### src/rtl/flash_win_pkg.sv
package flash_win_pkg;
  localparam int NUM_WIN      = 4;
  localparam int BANK_W       = 5;
  localparam int IDX_W        = 4;
  localparam int OFS_W        = 14;
  localparam int ADDR_W       = 20;
  localparam int IO_ADDR_W    = 16;
  localparam int IO_DATA_W    = 8;
  localparam int FLASH_ADDR_W = BANK_W + OFS_W;

  typedef struct packed {
    logic [NUM_WIN-1:0] bankWr;
    logic [NUM_WIN-1:0] attrWr;
    logic               ctrlWr;
  } regStrobe_t;
endpackage

### src/rtl/fwm_ctrl.sv
module fwm_ctrl
  import flash_win_pkg::*;
#(
  parameter logic [IO_ADDR_W-1:0] IO_BASE = 16'h0300
) (
  input  logic                 ioWr,
  input  logic [IO_ADDR_W-1:0] ioAddr,
  input  logic                 memRd,
  input  logic                 memWr,
  input  logic                 hit,
  input  logic                 wrEnQ,
  output regStrobe_t           strobe,
  output logic                 flashCs,
  output logic                 flashWe,
  output logic                 decodeAck
);
  localparam logic [IO_ADDR_W-1:0] CTRL_OFS = IO_ADDR_W'(2 * NUM_WIN);

  logic [IO_ADDR_W-1:0] portOfs;
  logic                 serviced;

  assign portOfs = ioAddr - IO_BASE;

  for (genvar k = 0; k < NUM_WIN; k++) begin : g_port
    localparam logic [IO_ADDR_W-1:0] BANK_OFS = IO_ADDR_W'(2 * k);
    localparam logic [IO_ADDR_W-1:0] ATTR_OFS = IO_ADDR_W'(2 * k + 1);
    assign strobe.bankWr[k] = ioWr && (portOfs == BANK_OFS);
    assign strobe.attrWr[k] = ioWr && (portOfs == ATTR_OFS);
  end
  assign strobe.ctrlWr = ioWr && (portOfs == CTRL_OFS);

  // Reads always serviced on a hit; writes only when write-enable is set.
  always_comb begin
    serviced  = hit && (memRd || (memWr && wrEnQ));
    flashCs   = serviced;
    flashWe   = serviced && memWr;
    decodeAck = serviced;
  end
endmodule

### src/rtl/fwm_datapath.sv
module fwm_datapath
  import flash_win_pkg::*;
#(
  parameter logic [BANK_W-1:0] BIOS_BANK = 5'd0,
  parameter logic [BANK_W-1:0] SYS_BANK  = 5'd1
) (
  input  logic                    clk,
  input  logic                    rstN,
  input  regStrobe_t              strobe,
  input  logic [IO_DATA_W-1:0]    ioData,
  input  logic [ADDR_W-1:0]       memAddr,
  input  logic                    biosAtE,
  input  logic                    sysRomEn,
  output logic                    hit,
  output logic [FLASH_ADDR_W-1:0] flashAddr,
  output logic                    wrEnQ
);
  localparam int UPPER_W = ADDR_W - OFS_W - IDX_W;
  localparam logic [UPPER_W-1:0] UPPER_TAG = {UPPER_W{1'b1}};
  localparam logic [ADDR_W-1:0]  AREA_BASE = 20'hC0000;
  localparam logic [IDX_W-1:0]   BIOS_IDX_D = IDX_W'((20'hD0000 - AREA_BASE) >> OFS_W);
  localparam logic [IDX_W-1:0]   BIOS_IDX_E = IDX_W'((20'hE0000 - AREA_BASE) >> OFS_W);
  localparam logic [IDX_W-1:0]   SYS_IDX_LO = IDX_W'((20'hF8000 - AREA_BASE) >> OFS_W);
  localparam logic [IDX_W-1:0]   SYS_IDX_HI = IDX_W'((20'hFC000 - AREA_BASE) >> OFS_W);

  logic [NUM_WIN-1:0] enQ;
  logic [IDX_W-1:0]   idxQ  [NUM_WIN];
  logic [BANK_W-1:0]  bankQ [NUM_WIN];
  logic [NUM_WIN-1:0] winHit;

  logic               inArea;
  logic [IDX_W-1:0]   winIdx;
  logic               biosHit;
  logic               sysHitLo;
  logic               sysHitHi;
  logic [BANK_W-1:0]  selBank;

  for (genvar k = 0; k < NUM_WIN; k++) begin : g_win
    always_ff @(posedge clk) begin
      if (!rstN) begin
        enQ[k]   <= 1'b0;
        idxQ[k]  <= '0;
        bankQ[k] <= '0;
      end else begin
        if (strobe.bankWr[k]) bankQ[k] <= ioData[BANK_W-1:0];
        if (strobe.attrWr[k]) begin
          enQ[k]  <= ioData[IO_DATA_W-1];
          idxQ[k] <= ioData[IDX_W-1:0];
        end
      end
    end
    assign winHit[k] = enQ[k] && inArea && (idxQ[k] == winIdx);
  end

  always_ff @(posedge clk) begin
    if (!rstN)              wrEnQ <= 1'b0;
    else if (strobe.ctrlWr) wrEnQ <= ioData[0];
  end

  assign inArea   = (memAddr[ADDR_W-1 -: UPPER_W] == UPPER_TAG);
  assign winIdx   = memAddr[OFS_W +: IDX_W];
  assign biosHit  = inArea && (winIdx == (biosAtE ? BIOS_IDX_E : BIOS_IDX_D));
  assign sysHitLo = inArea && sysRomEn && (winIdx == SYS_IDX_LO);
  assign sysHitHi = inArea && sysRomEn && (winIdx == SYS_IDX_HI);

  // Priority: BIOS, system ROM, then register windows low index first.
  always_comb begin
    hit     = 1'b0;
    selBank = '0;
    for (int k = NUM_WIN - 1; k >= 0; k--) begin
      if (winHit[k]) begin
        hit     = 1'b1;
        selBank = bankQ[k];
      end
    end
    if (sysHitHi) begin
      hit     = 1'b1;
      selBank = SYS_BANK + BANK_W'(1);
    end
    if (sysHitLo) begin
      hit     = 1'b1;
      selBank = SYS_BANK;
    end
    if (biosHit) begin
      hit     = 1'b1;
      selBank = BIOS_BANK;
    end
  end

  assign flashAddr = hit ? {selBank, memAddr[OFS_W-1:0]} : '0;
endmodule

### src/rtl/flash_window_mapper.sv
module flash_window_mapper
  import flash_win_pkg::*;
#(
  parameter logic [IO_ADDR_W-1:0] IO_BASE   = 16'h0300,
  parameter logic [BANK_W-1:0]    BIOS_BANK = 5'd0,
  parameter logic [BANK_W-1:0]    SYS_BANK  = 5'd1
) (
  input  logic                    clk,
  input  logic                    rstN,
  input  logic [ADDR_W-1:0]       memAddr,
  input  logic                    memRd,
  input  logic                    memWr,
  input  logic                    ioWr,
  input  logic [IO_ADDR_W-1:0]    ioAddr,
  input  logic [IO_DATA_W-1:0]    ioData,
  input  logic                    biosAtE,
  input  logic                    sysRomEn,
  output logic                    flashCs,
  output logic                    flashWe,
  output logic [FLASH_ADDR_W-1:0] flashAddr,
  output logic                    decodeAck
);
  regStrobe_t strobe;
  logic       hit;
  logic       wrEnQ;

  fwm_ctrl #(.IO_BASE(IO_BASE)) ctrl_i (
    .ioWr(ioWr), .ioAddr(ioAddr), .memRd(memRd), .memWr(memWr),
    .hit(hit), .wrEnQ(wrEnQ), .strobe(strobe),
    .flashCs(flashCs), .flashWe(flashWe), .decodeAck(decodeAck)
  );

  fwm_datapath #(.BIOS_BANK(BIOS_BANK), .SYS_BANK(SYS_BANK)) dp_i (
    .clk(clk), .rstN(rstN), .strobe(strobe), .ioData(ioData),
    .memAddr(memAddr), .biosAtE(biosAtE), .sysRomEn(sysRomEn),
    .hit(hit), .flashAddr(flashAddr), .wrEnQ(wrEnQ)
  );
endmodule

### config.mk
export PLATFORM = sky130hd
export DESIGN_NAME = flash_window_mapper
export DESIGN_NICKNAME = d
export VERILOG_FILES = /design/src/rtl/flash_win_pkg.sv /design/src/rtl/fwm_ctrl.sv /design/src/rtl/fwm_datapath.sv /design/src/rtl/flash_window_mapper.sv
export SDC_FILE = /design/constraint.sdc
export NUM_CORES = 1
export LEC_CHECK = 0
export BUFFER_PORTS_ARGS = -buffer_cell sky130_fd_sc_hd__buf_4
export CAP_MARGIN = 30
export CELL_PAD_IN_SITES_DETAIL_PLACEMENT = 1
export CELL_PAD_IN_SITES_GLOBAL_PLACEMENT = 2
export CORE_MARGIN = 2
export CORE_UTILIZATION = 28
export DETAILED_ROUTE_END_ITERATION = 8
export PLACE_DENSITY_LB_ADDON = 0.1
export SETUP_SLACK_MARGIN = 0.15
export SLEW_MARGIN = 20
export SYNTH_ARGS = -nofsm -noshare
export SYNTH_HDL_FRONTEND = slang
export SYNTH_HIERARCHICAL = 1
export SYNTH_SLANG_ARGS = --single-unit
export TNS_END_PERCENT = 30
### constraint.sdc
create_clock -name clk -period 3.47 [get_ports clk]
set_input_delay 0.1735 -clock clk [delete_from_list [all_inputs] [get_ports clk]]
set_output_delay 0.1735 -clock clk [all_outputs]
set_load 0.01 [all_outputs]
==> metrics.txt, run 1 <==
Post-route DRC=0; core region area=between 0.008 and 0.009 sq mm; clock latency of the later-clocked register in the worst-skew pair=0.29 ns; Total Routed Length=slightly above 6000 um; wire length of the first global-routing pass=9720 um; CTS Hold Buffers Added=0; Warnings, synthesis=6; floorplan die height=between 90 and 100 um; die outline area=0.00916 sq mm; library cell used as clock root buffer=sky130_fd_sc_hd__clkbuf_8; final setup violation count=0; number of cells upsized or downsized after cts=0; Final ANT Viol Nets=0; Achievable Freq=around 0.38 GHz; top_reg_cell synth=sky130_fd_sc_hd__edfxtp_1; power density of the placed cells=between 300 and 400 mW/mm^2; most common cell after layout, fill and taps aside=sky130_fd_sc_hd__buf_4; count of mapped cells out of synthesis=approximately 220; pin count of the biggest net entering global routing=50; share of total power in the clock network=a little under a third; total instance count after detailed placement=approximately 380; standard-cell row count=33; part of the total power dissipated in combinational logic=around an eighth; final critical delay including setup and external delays=about 2.6 ns; hold violation total from the final report=0; CTS clk-pin slew, worst paths=around 0.080 ns; final slew viol count=0; horizontal die dimension=~96 um; number of CTS-inserted buffers=5; Setup Buffers After CTS=0; total net switching power=225 uW; total iterations of the first detailed-routing run=4; Initial Util=28.8%; net switching share of the total power=23.1%; number of vias after detailed routing=approximately 1,900; relative contribution of sequential cells to total power=57.8%; part of the Yosys area used for sequential elements=between 50% and 60%; critical path peak fanout=15; average vias per placed instance=roughly 5; Data arrival, critical path=2.46 ns; Peak VDD IR=122 uV; CTS tree=done; estimated wirelength of the detail-placed design=~4600 um; number of top-level pins=between 70 and 80; Worst Setup Start Kind=flop; Worst EP required=about 3.3 ns; status=finished, final reports clean; number of buffers on the longest clock path=2; length of routed met3 wiring=~380 um; Sink Count=a little over 40; IO buf count=70; TNS Setup=0 ns; internal power=~750 uW; headroom to the max-slew limit=between 50 and 60%; number of synthesized register bits=41; startpoint-to-endpoint class of the critical path=reg2out; gr ovfl total=0; Setup crit end kind=output pin; wire length on met1=around 2800 um; unique cell type count in the Yosys netlist=39; top sig layer=met4; post-DR wirelength/cell=around 16 um; number of antenna violations at the first check in global routing=0; global-route usage over all layers=14.1%; Avg Inst Size Synth=around 11 sq um; number of flops mapped to enable cells by yosys=36; final weighted congestion in routability-driven placement=0.721; min-delay worst type=in2reg; Area growth syn-to-layout=27.6%; fraction of synthesis flops using an asynchronous set or reset pin=0%; most frequent cells in the layout=70 x sky130_fd_sc_hd__buf_4, 36 x sky130_fd_sc_hd__and3_1, 36 x sky130_fd_sc_hd__edfxtp_1; Mapped Nets=approximately 270; transition time of the tightest slew-check pin=0.671 ns; count of nets after finishing=330; static leakage=0.00126 uW; post-route fraction of the period consumed by the critical path=approximately 76%; Fin Hold WS=approximately 0.2 ns; final core utilization=36.8%; via count of the first global-routing pass=between 1,500 and 2,000; deepest level of the CTS H-tree=2; # Max-Cap Violations=0; fraction of layout cells with a size suffix above 1=around a third; total power draw=a little under 1000 uW; routed length on met2=between 2000 and 3000 um; count of placed standard cells in the final layout, fillers left out=~390; total standard cell area after synthesis=0.00235 sq mm; DR iter-0 viols=28; unrepaired setup endpoints after global routing=no; antenna diode instance count=0; worst setup skew after layout=0 ns
## final timing paths
path              startpoint           to  slack, ns  cells after the start
max          dp_i/idxQ[0][0]      flashWe       0.83                      9
min                ioData[7]  dp_i/enQ[2]       0.20                      3
max reg2reg      dp_i/enQ[0]  dp_i/enQ[0]       2.84                      2
min reg2reg       dp_i/wrEnQ   dp_i/wrEnQ       0.53                      2
## sequential cells by signal, summed over array words and instances (netlist names)
register	flops
dp_i/idxQ	16
dp_i/wrEnQ	1
dp_i/enQ	4
dp_i/bankQ	20
## cells by family after synthesis
family | count (synthesis) | share of synthesized area (%)
AOI/OAI and AO/OA | 17 | 5.15
and+or+nand+nor | 121 | 32.6
DFF | 41 | 50.2
buffers and inverters | 15 | 4.04
xor gates and xnor gates | 16 | 5.95
muxes | 5 | 2.13
## stage by stage
stage,cell area (sq um),setup slack [ns]
3_5_place_dp,2920,1.12
4_1_cts,3010,0.790
5_1_grt,3010,0.614
6_report,3010,0.832
3_3_place_gp,2920,1.18
2_1_floorplan,2350,1.54
## routing by layer
layer / track usage [%] / vias up
li1: - / 921
met1: 18.0 / 892
met2: 24.2 / 70
met3: 3.13 / 5
met4: 3.10 / 0
met5: 0 / -
## cell usage after synthesis, types with 3 or more instances
cell type	count	area, sq um
sky130_fd_sc_hd__buf_6	3	33.8
sky130_fd_sc_hd__nand2_1	7	26.3
sky130_fd_sc_hd__mux2i_1	5	50.1
sky130_fd_sc_hd__and2_1	3	18.8
sky130_fd_sc_hd__nor2_1	10	37.5
sky130_fd_sc_hd__dfxtp_1	5	100
sky130_fd_sc_hd__xnor2_1	4	35.0
sky130_fd_sc_hd__xor2_1	12	105
sky130_fd_sc_hd__nand4_2	3	37.5
sky130_fd_sc_hd__nand3_1	4	20.0
sky130_fd_sc_hd__nand4_1	6	37.5
sky130_fd_sc_hd__nor2b_1	20	125
sky130_fd_sc_hd__clkbuf_1	5	18.8
sky130_fd_sc_hd__and3_1	36	225
sky130_fd_sc_hd__o22ai_1	4	25.0
sky130_fd_sc_hd__edfxtp_1	36	1080
sky130_fd_sc_hd__a21oi_1	3	15.0
sky130_fd_sc_hd__nor3_1	7	35.0
sky130_fd_sc_hd__buf_4	4	30.0
sky130_fd_sc_hd__nand2b_1	13	81.3
sky130_fd_sc_hd__a221oi_1	3	26.3
## cell type report
cell class | count | area, sq um
inverter | 2 | 7.51
tap | 105 | 131
multi-input combinational | 159 | 1080
clock buffer | 5 | 68.8
fill | 920 | 5170
timing repair buffer | 70 | 526
sequential | 41 | 1180
clock inverter | 3 | 12.5
## worst max-delay path: stages (launching register included)
cell                       delay (ns)
sky130_fd_sc_hd__edfxtp_1        0.39
sky130_fd_sc_hd__xor2_1          0.18
sky130_fd_sc_hd__nor3_2          0.07
sky130_fd_sc_hd__nand4_2         0.24
sky130_fd_sc_hd__nand4_2         0.18
sky130_fd_sc_hd__nor2_2          0.56
sky130_fd_sc_hd__inv_1           0.08
sky130_fd_sc_hd__nor2b_1         0.17
sky130_fd_sc_hd__and2_1          0.15
sky130_fd_sc_hd__buf_4           0.14
## power by group through the flow
stage | logic, uW | clock network [uW] | registers [uW]
floorplan | 54.8 | 0 | 572
global placement | 116 | 0 | 574
detailed placement | 117 | 0 | 574
CTS | 118 | 304 | 563
global route | 128 | 317 | 565
finish | 116 | 295 | 563
Note: power is estimated with default switching activity, not from simulation.
==> run 2: changes to the inputs <==
==> constraint.sdc (replaced) <==
create_clock -name clk -period 2.25 [get_ports clk]
set_input_delay 0.1125 -clock clk [delete_from_list [all_inputs] [get_ports clk]]
set_output_delay 0.1125 -clock clk [all_outputs]
set_load 0.01 [all_outputs]
==> run 2 against run 1 <==
  * Routed wire length rose by 2.5%
  * Register-to-register slack got worse by 1.2 ns
  * Clock power rose by 54%
  * Worst setup slack got worse by 0.70 ns
  * First-iteration DRC count rose to 2.5 times the previous value
  * Clock-buffer cell count rose by 2
  * Critical path type unchanged
  * Core utilization rose by 2.5 points
  * Combinational power rose by 61%
  * Sequential share of layout area fell by 2.5 points
  * Largest power group unchanged
==> metrics.txt, run 2 (synthesized netlist as in run 1, its figures left out) <==
status=finished, final reports clean (unchanged); wire length on met1=2930 um (was 2840 um); standard-cell row count=33 (unchanged); CP max stage delay=0.38 ns (was 0.56 ns); library cell used as clock root buffer=sky130_fd_sc_hd__clkbuf_8 (unchanged); number of flip-flops in the largest register=20 (unchanged); highest-delay cell along the critical path=sky130_fd_sc_hd__edfxtp_1 (was sky130_fd_sc_hd__nor2_2); Achievable Freq=0.472 GHz; post-DR wirelength/cell=15.8 um (was 16.0 um); Data arrival, critical path=2.01 ns (was 2.46 ns); deepest level of the CTS H-tree=2 (unchanged); average vias per placed instance=4.86 (was 4.90); DR iter-0 viols=71 (was 28); worst setup skew after layout=0 ns (unchanged); cells along the critical path=xor2_1 -> nor3_2 -> and4_4 -> nand2_1 -> a31o_1 -> a211oi_2 -> buf_4 (was xor2_1 -> nor3_2 -> nand4_2 -> nand4_2 -> nor2_2 -> inv_1 -> nor2b_1 -> and2_1 -> buf_4); number of buffers on the longest clock path=2 (unchanged); startpoint-to-endpoint class of the critical path=reg2out (unchanged); post-route fraction of the period consumed by the critical path=roughly 94%; count of nets after finishing=345 (was 330); pin count of the biggest net entering global routing=50 (unchanged); unrepaired setup endpoints after global routing=yes (was no); final critical delay including setup and external delays=between 2 and 2.5 ns; via count of the first global-routing pass=1,970 (was 1,973); power density of the placed cells=471 mW/mm^2 (was 324 mW/mm^2); CTS clk-pin slew, worst paths=0.08 ns (about the same); register with the highest flop count=dp_i/bankQ (unchanged); static leakage=0.00135 uW (was 0.00126 uW); die outline area=0.00916 sq mm (unchanged); fraction of layout cells with a size suffix above 1=39.3% (was 31.4%); transition time of the tightest slew-check pin=0.443 ns (was 0.671 ns); top sig layer=met4 (unchanged); Buffers & Inverters on Critical Path=1 (was 2); Peak VDD IR=210 uV (was 122 uV); horizontal die dimension=95.7 um (unchanged); kind of cell adding the most delay to the critical path=simple AND/OR/NAND/NOR gates (unchanged); Total Routed Length=6320 um (was 6170 um); final weighted congestion in routability-driven placement=0.692 (was 0.721); final setup violation count=0 (unchanged); number of top-level pins=73 (unchanged); IO buf count=70 (unchanged); Worst Setup Start Kind=flop (unchanged); floorplan die height=95.7 um (unchanged); length of routed met3 wiring=404 um (was 380 um); Worst EP required=2.14 ns (was 3.30 ns); global-route usage over all layers=14.4% (was 14.1%); number of vias after detailed routing=1,943 (was 1,888); routed length on met2=2960 um (was 2900 um); Sink Count=41 (unchanged); most frequent cells in the layout=83 x sky130_fd_sc_hd__buf_4, 36 x sky130_fd_sc_hd__and3_1, 36 x sky130_fd_sc_hd__edfxtp_1 (was 70 x sky130_fd_sc_hd__buf_4, 36 x sky130_fd_sc_hd__and3_1, 36 x sky130_fd_sc_hd__edfxtp_1); number of CTS-inserted buffers=5 (unchanged); Final ANT Viol Nets=0 (unchanged); gr ovfl total=0 (unchanged); min-delay worst type=in2reg (unchanged); Post-route DRC=0 (unchanged); most common cell after layout, fill and taps aside=sky130_fd_sc_hd__buf_4 (unchanged); number of antenna violations at the first check in global routing=0 (unchanged); CTS tree=done (unchanged); clock latency of the later-clocked register in the worst-skew pair=0.29 ns (about the same); Regs by FF count=dp_i/bankQ (20), dp_i/idxQ (16), dp_i/enQ (4) (unchanged); total power draw=1510 uW (was 974 uW); hold violation total from the final report=0 (unchanged); Initial Util=28.8% (unchanged); estimated wirelength of the detail-placed design=4690 um (was 4600 um); antenna diode instance count=0 (unchanged); critical path peak fanout=4 (was 15); Setup crit end kind=output pin (unchanged); core region area=0.00818 sq mm (unchanged); total iterations of the first detailed-routing run=4 (unchanged); final slew viol count=0 (unchanged); wire length of the first global-routing pass=9960 um (was 9720 um); # Max-Cap Violations=0 (unchanged); Area growth syn-to-layout=36.3% (was 27.6%); headroom to the max-slew limit=70.4% (was 54.9%); final core utilization=39.3% (was 36.8%)
[run 2: repair_timing]
item	in CTS	in global routing
cloned	0	0
hold buffers	0	0
pin swaps	6	3
buffers inserted	6	3
resized for setup	18	3
setup endpoints to repair	22	22
[run 2: metrics by stage]
step | cell area, sq um | hold slack, ns | TNS [ns] | std cells | setup WS, ns
finish | 3210 | 0.134 | 0 | 400 | 0.131
global route | 3210 | 0.137 | -0.0395 | 400 | -0.0180
CTS | 3170 | 0.124 | 0 | 397 | 0.134
detailed placement | 2970 | 0.429 | 0 | 383 | 0.281
global placement | 2970 | 0.423 | 0 | 383 | 0.292
floorplan | 2350 | 0.282 | 0 | 215 | 0.382
[run 2: path summary, 6_finish.rpt]
path | startpoint | to | slack, ns | depth (start not counted)
setup reg to reg | dp_i/enQ[0] | dp_i/enQ[0] | 1.62 | 2
hold / removal | ioData[7] | dp_i/enQ[0] | 0.13 | 3
setup / recovery | dp_i/idxQ[2][3] | flashAddr[15] | 0.13 | 7
hold reg to reg | dp_i/wrEnQ | dp_i/wrEnQ | 0.54 | 2
[run 2: power by group]
part,internal (uW),switching [uW],total [uW],leakage [uW]
Combinational,91.6,94.9,187,0.000932
Sequential,857,12.9,870,0.000382
Clock,216,238,454,0.0000399
[run 2: layer usage]
metal,GRT usage [%],vias up
met3,3.13,4
met2,24.4,69
met5,0,-
met1,19.1,920
li1,-,950
met4,2.50,0
[run 2: layout make-up]
class	instances	area, sq um
multi-input combinational	159	1160
timing repair buffer	85	646
clock inverter	1	3.75
fill	953	4970
tap	105	131
sequential	41	1180
clock buffer	7	76.3
inverter	2	7.51
[run 2: tightest hold or removal path, stage by stage]
cell                      delay [ns]
sky130_fd_sc_hd__buf_4          0.11
sky130_fd_sc_hd__mux2i_1        0.07
sky130_fd_sc_hd__nor2b_1        0.10
==> run 3: changes to the inputs <==
--- a/config.mk
+++ b/config.mk
@@ -9,7 +9,6 @@
 export CAP_MARGIN = 30
 export CELL_PAD_IN_SITES_DETAIL_PLACEMENT = 1
 export CELL_PAD_IN_SITES_GLOBAL_PLACEMENT = 2
-export CORE_MARGIN = 2
 export CORE_UTILIZATION = 28
 export DETAILED_ROUTE_END_ITERATION = 8
 export PLACE_DENSITY_LB_ADDON = 0.1
==> run 3 against run 2 <==
  * Via count down 2.4%
  * Clock power about the same
  * Sequential power barely moved
  * Final area increased by 2.7%
  * Clock skew unchanged
  * Combinational power is 3% higher
  * Non-clock buffer count shrank 1
  * Global-route usage is 0.32 points higher
  * Cell count down 0.25%
  * Critical endpoint is now flashAddr[4]
  * Largest power group unchanged
==> metrics.txt, run 3 (synthesized netlist as in run 1, its figures left out) <==
status=finished, final reports clean (unchanged); global-route usage over all layers=14.7% (was 14.4%); number of vias after detailed routing=1,897 (was 1,943); number of antenna violations at the first check in global routing=0 (unchanged); final setup violation count=0 (unchanged); unrepaired setup endpoints after global routing=yes (unchanged); die outline area=0.00878 sq mm (was 0.00916 sq mm); Worst EP required=2.14 ns (about the same); transition time of the tightest slew-check pin=0.439 ns (was 0.443 ns); Setup crit end kind=output pin (unchanged); number of flip-flops in the largest register=20 (unchanged); headroom to the max-slew limit=70.7% (was 70.4%); # Max-Cap Violations=0 (unchanged); final slew viol count=0 (unchanged); standard-cell row count=33 (unchanged); most common cell after layout, fill and taps aside=sky130_fd_sc_hd__buf_4 (unchanged); power density of the placed cells=460 mW/mm^2 (was 471 mW/mm^2); Initial Util=28.8% (unchanged); floorplan die height=93.7 um (was 95.7 um); IO buf count=70 (unchanged); static leakage=0.00139 uW (was 0.00135 uW); startpoint-to-endpoint class of the critical path=reg2out (unchanged); Area growth syn-to-layout=40.0% (was 36.3%); Achievable Freq=0.465 GHz (was 0.472 GHz); number of CTS-inserted buffers=5 (unchanged); average vias per placed instance=4.75 (was 4.86); Final ANT Viol Nets=0 (unchanged); critical path peak fanout=14 (was 4); total iterations of the first detailed-routing run=4 (unchanged); clock latency of the later-clocked register in the worst-skew pair=0.28 ns (was 0.29 ns); pin count of the biggest net entering global routing=50 (unchanged); fraction of layout cells with a size suffix above 1=42.2% (was 39.3%); min-delay worst type=in2reg (unchanged); Placement Setup Slack=0.261 ns (was 0.281 ns); Regs by FF count=dp_i/bankQ (20), dp_i/idxQ (16), dp_i/enQ (4) (unchanged); DR iter-0 viols=69 (was 71); Peak VDD IR=277 uV (was 210 uV); Data arrival, critical path=2.04 ns (was 2.01 ns); number of buffers on the longest clock path=2 (unchanged); worst hold path startpoint=ioData[7] (unchanged); peak-usage layer in the global routing report=met2 (unchanged); TNS Setup=0 ns (unchanged); estimated wirelength of the detail-placed design=4690 um (about the same); horizontal die dimension=93.7 um (was 95.7 um); origin of the critical flop-to-flop path=dp_i/enQ[0] (unchanged); final critical delay including setup and external delays=2.15 ns (was 2.12 ns); PnR worst setup slack=0.101 ns (was 0.131 ns); Fin Hold WS=0.138 ns (was 0.134 ns); total instance count after detailed placement=384 (was 383); Worst Setup Start Kind=flop (unchanged); Critical path origin=dp_i/idxQ[3][0] (was dp_i/idxQ[2][3]); deepest level of the CTS H-tree=2 (unchanged); wire length of the first global-routing pass=9720 um (was 9960 um); antenna diode instance count=0 (unchanged); Sink Count=41 (unchanged); post-DR wirelength/cell=15.5 um (was 15.8 um); most frequent cells in the layout=75 x sky130_fd_sc_hd__buf_4, 36 x sky130_fd_sc_hd__and3_1, 36 x sky130_fd_sc_hd__edfxtp_1 (was 83 x sky130_fd_sc_hd__buf_4, 36 x sky130_fd_sc_hd__and3_1, 36 x sky130_fd_sc_hd__edfxtp_1); post-route fraction of the period consumed by the critical path=95.5% (was 94.2%); Total Routed Length=6190 um (was 6320 um); CTS clk-pin slew, worst paths=0.07 ns (was 0.08 ns); hold violation total from the final report=0 (unchanged); Post-route DRC=0 (unchanged); count of nets after finishing=344 (was 345); CTS tree=done (unchanged); final weighted congestion in routability-driven placement=0.672 (was 0.692); met1 Use GR=19.6% (was 19.1%); via count of the first global-routing pass=1,913 (was 1,970); worst setup skew after layout=0 ns (unchanged); library cell used as clock root buffer=sky130_fd_sc_hd__clkbuf_8 (unchanged); gr ovfl total=0 (unchanged); count of placed standard cells in the final layout, fillers left out=399 (was 400); number of top-level pins=73 (unchanged); fraction of met2 tracks used by global routing=24.4% (about the same); register with the highest flop count=dp_i/bankQ (unchanged); core region area=0.00818 sq mm (unchanged); met3 Resource Use GR=3.56% (was 3.13%)
## run 3: layout make-up
cell class / instances / area (sq um)
Fill cell: 926 / 4880
Multi-Input combinational cell: 159 / 1220
Sequential cell: 41 / 1180
Timing Repair Buffer: 84 / 673
Tap cell: 105 / 131
Clock buffer: 8 / 80.1
Inverter: 2 / 7.51
## run 3: repair_timing
action,CTS,global route
endpoints found under the hold margin,0,0
setup buffers,7,0
gates resized for setup,26,16
pin swaps,19,6
hold buffers,0,0
gates cloned,0,0
endpoints found under the setup margin,22,22
## run 3: per-stage QoR
stage          area (sq um)  util, %  power [uW]
2_1_floorplan          2350        -         967
3_3_place_gp           2980     36.4        1060
3_5_place_dp           2980     36.4        1070
4_1_cts                3230     39.5        1520
5_1_grt                3300     40.3        1580
6_report               3300     40.3        1520
## run 3: critical path, cell delays in order (launching register included)
cell,delay (ns)
sky130_fd_sc_hd__edfxtp_1,0.40
sky130_fd_sc_hd__xor2_1,0.17
sky130_fd_sc_hd__nor3_2,0.19
sky130_fd_sc_hd__nand4_1,0.26
sky130_fd_sc_hd__nand4_4,0.24
sky130_fd_sc_hd__nor2_4,0.07
sky130_fd_sc_hd__buf_12,0.16
sky130_fd_sc_hd__nor2b_1,0.12
sky130_fd_sc_hd__buf_4,0.13
## run 3: report_power, final
part	internal, uW	switching, uW
logic	95.6	97.4
registers	857	13.4
clock network	220	231
## run 3: layer usage
metal  share of wire (%)  vias to the layer above
met2                  46                       67
met5                   0                        -
met1                  48                      881
met3                 6.1                        3
li1                    -                      946
met4                0.57                        0
## run 3: path summary, 6_finish.rpt
| check | to | slack, ns | cells after the start |
|---|---|---|---|
| hold / removal | dp_i/enQ[3] | 0.14 | 3 |
| hold reg to reg | dp_i/wrEnQ | 0.53 | 2 |
| setup reg to reg | dp_i/enQ[0] | 1.62 | 2 |
| setup / recovery | flashAddr[4] | 0.10 | 8 |
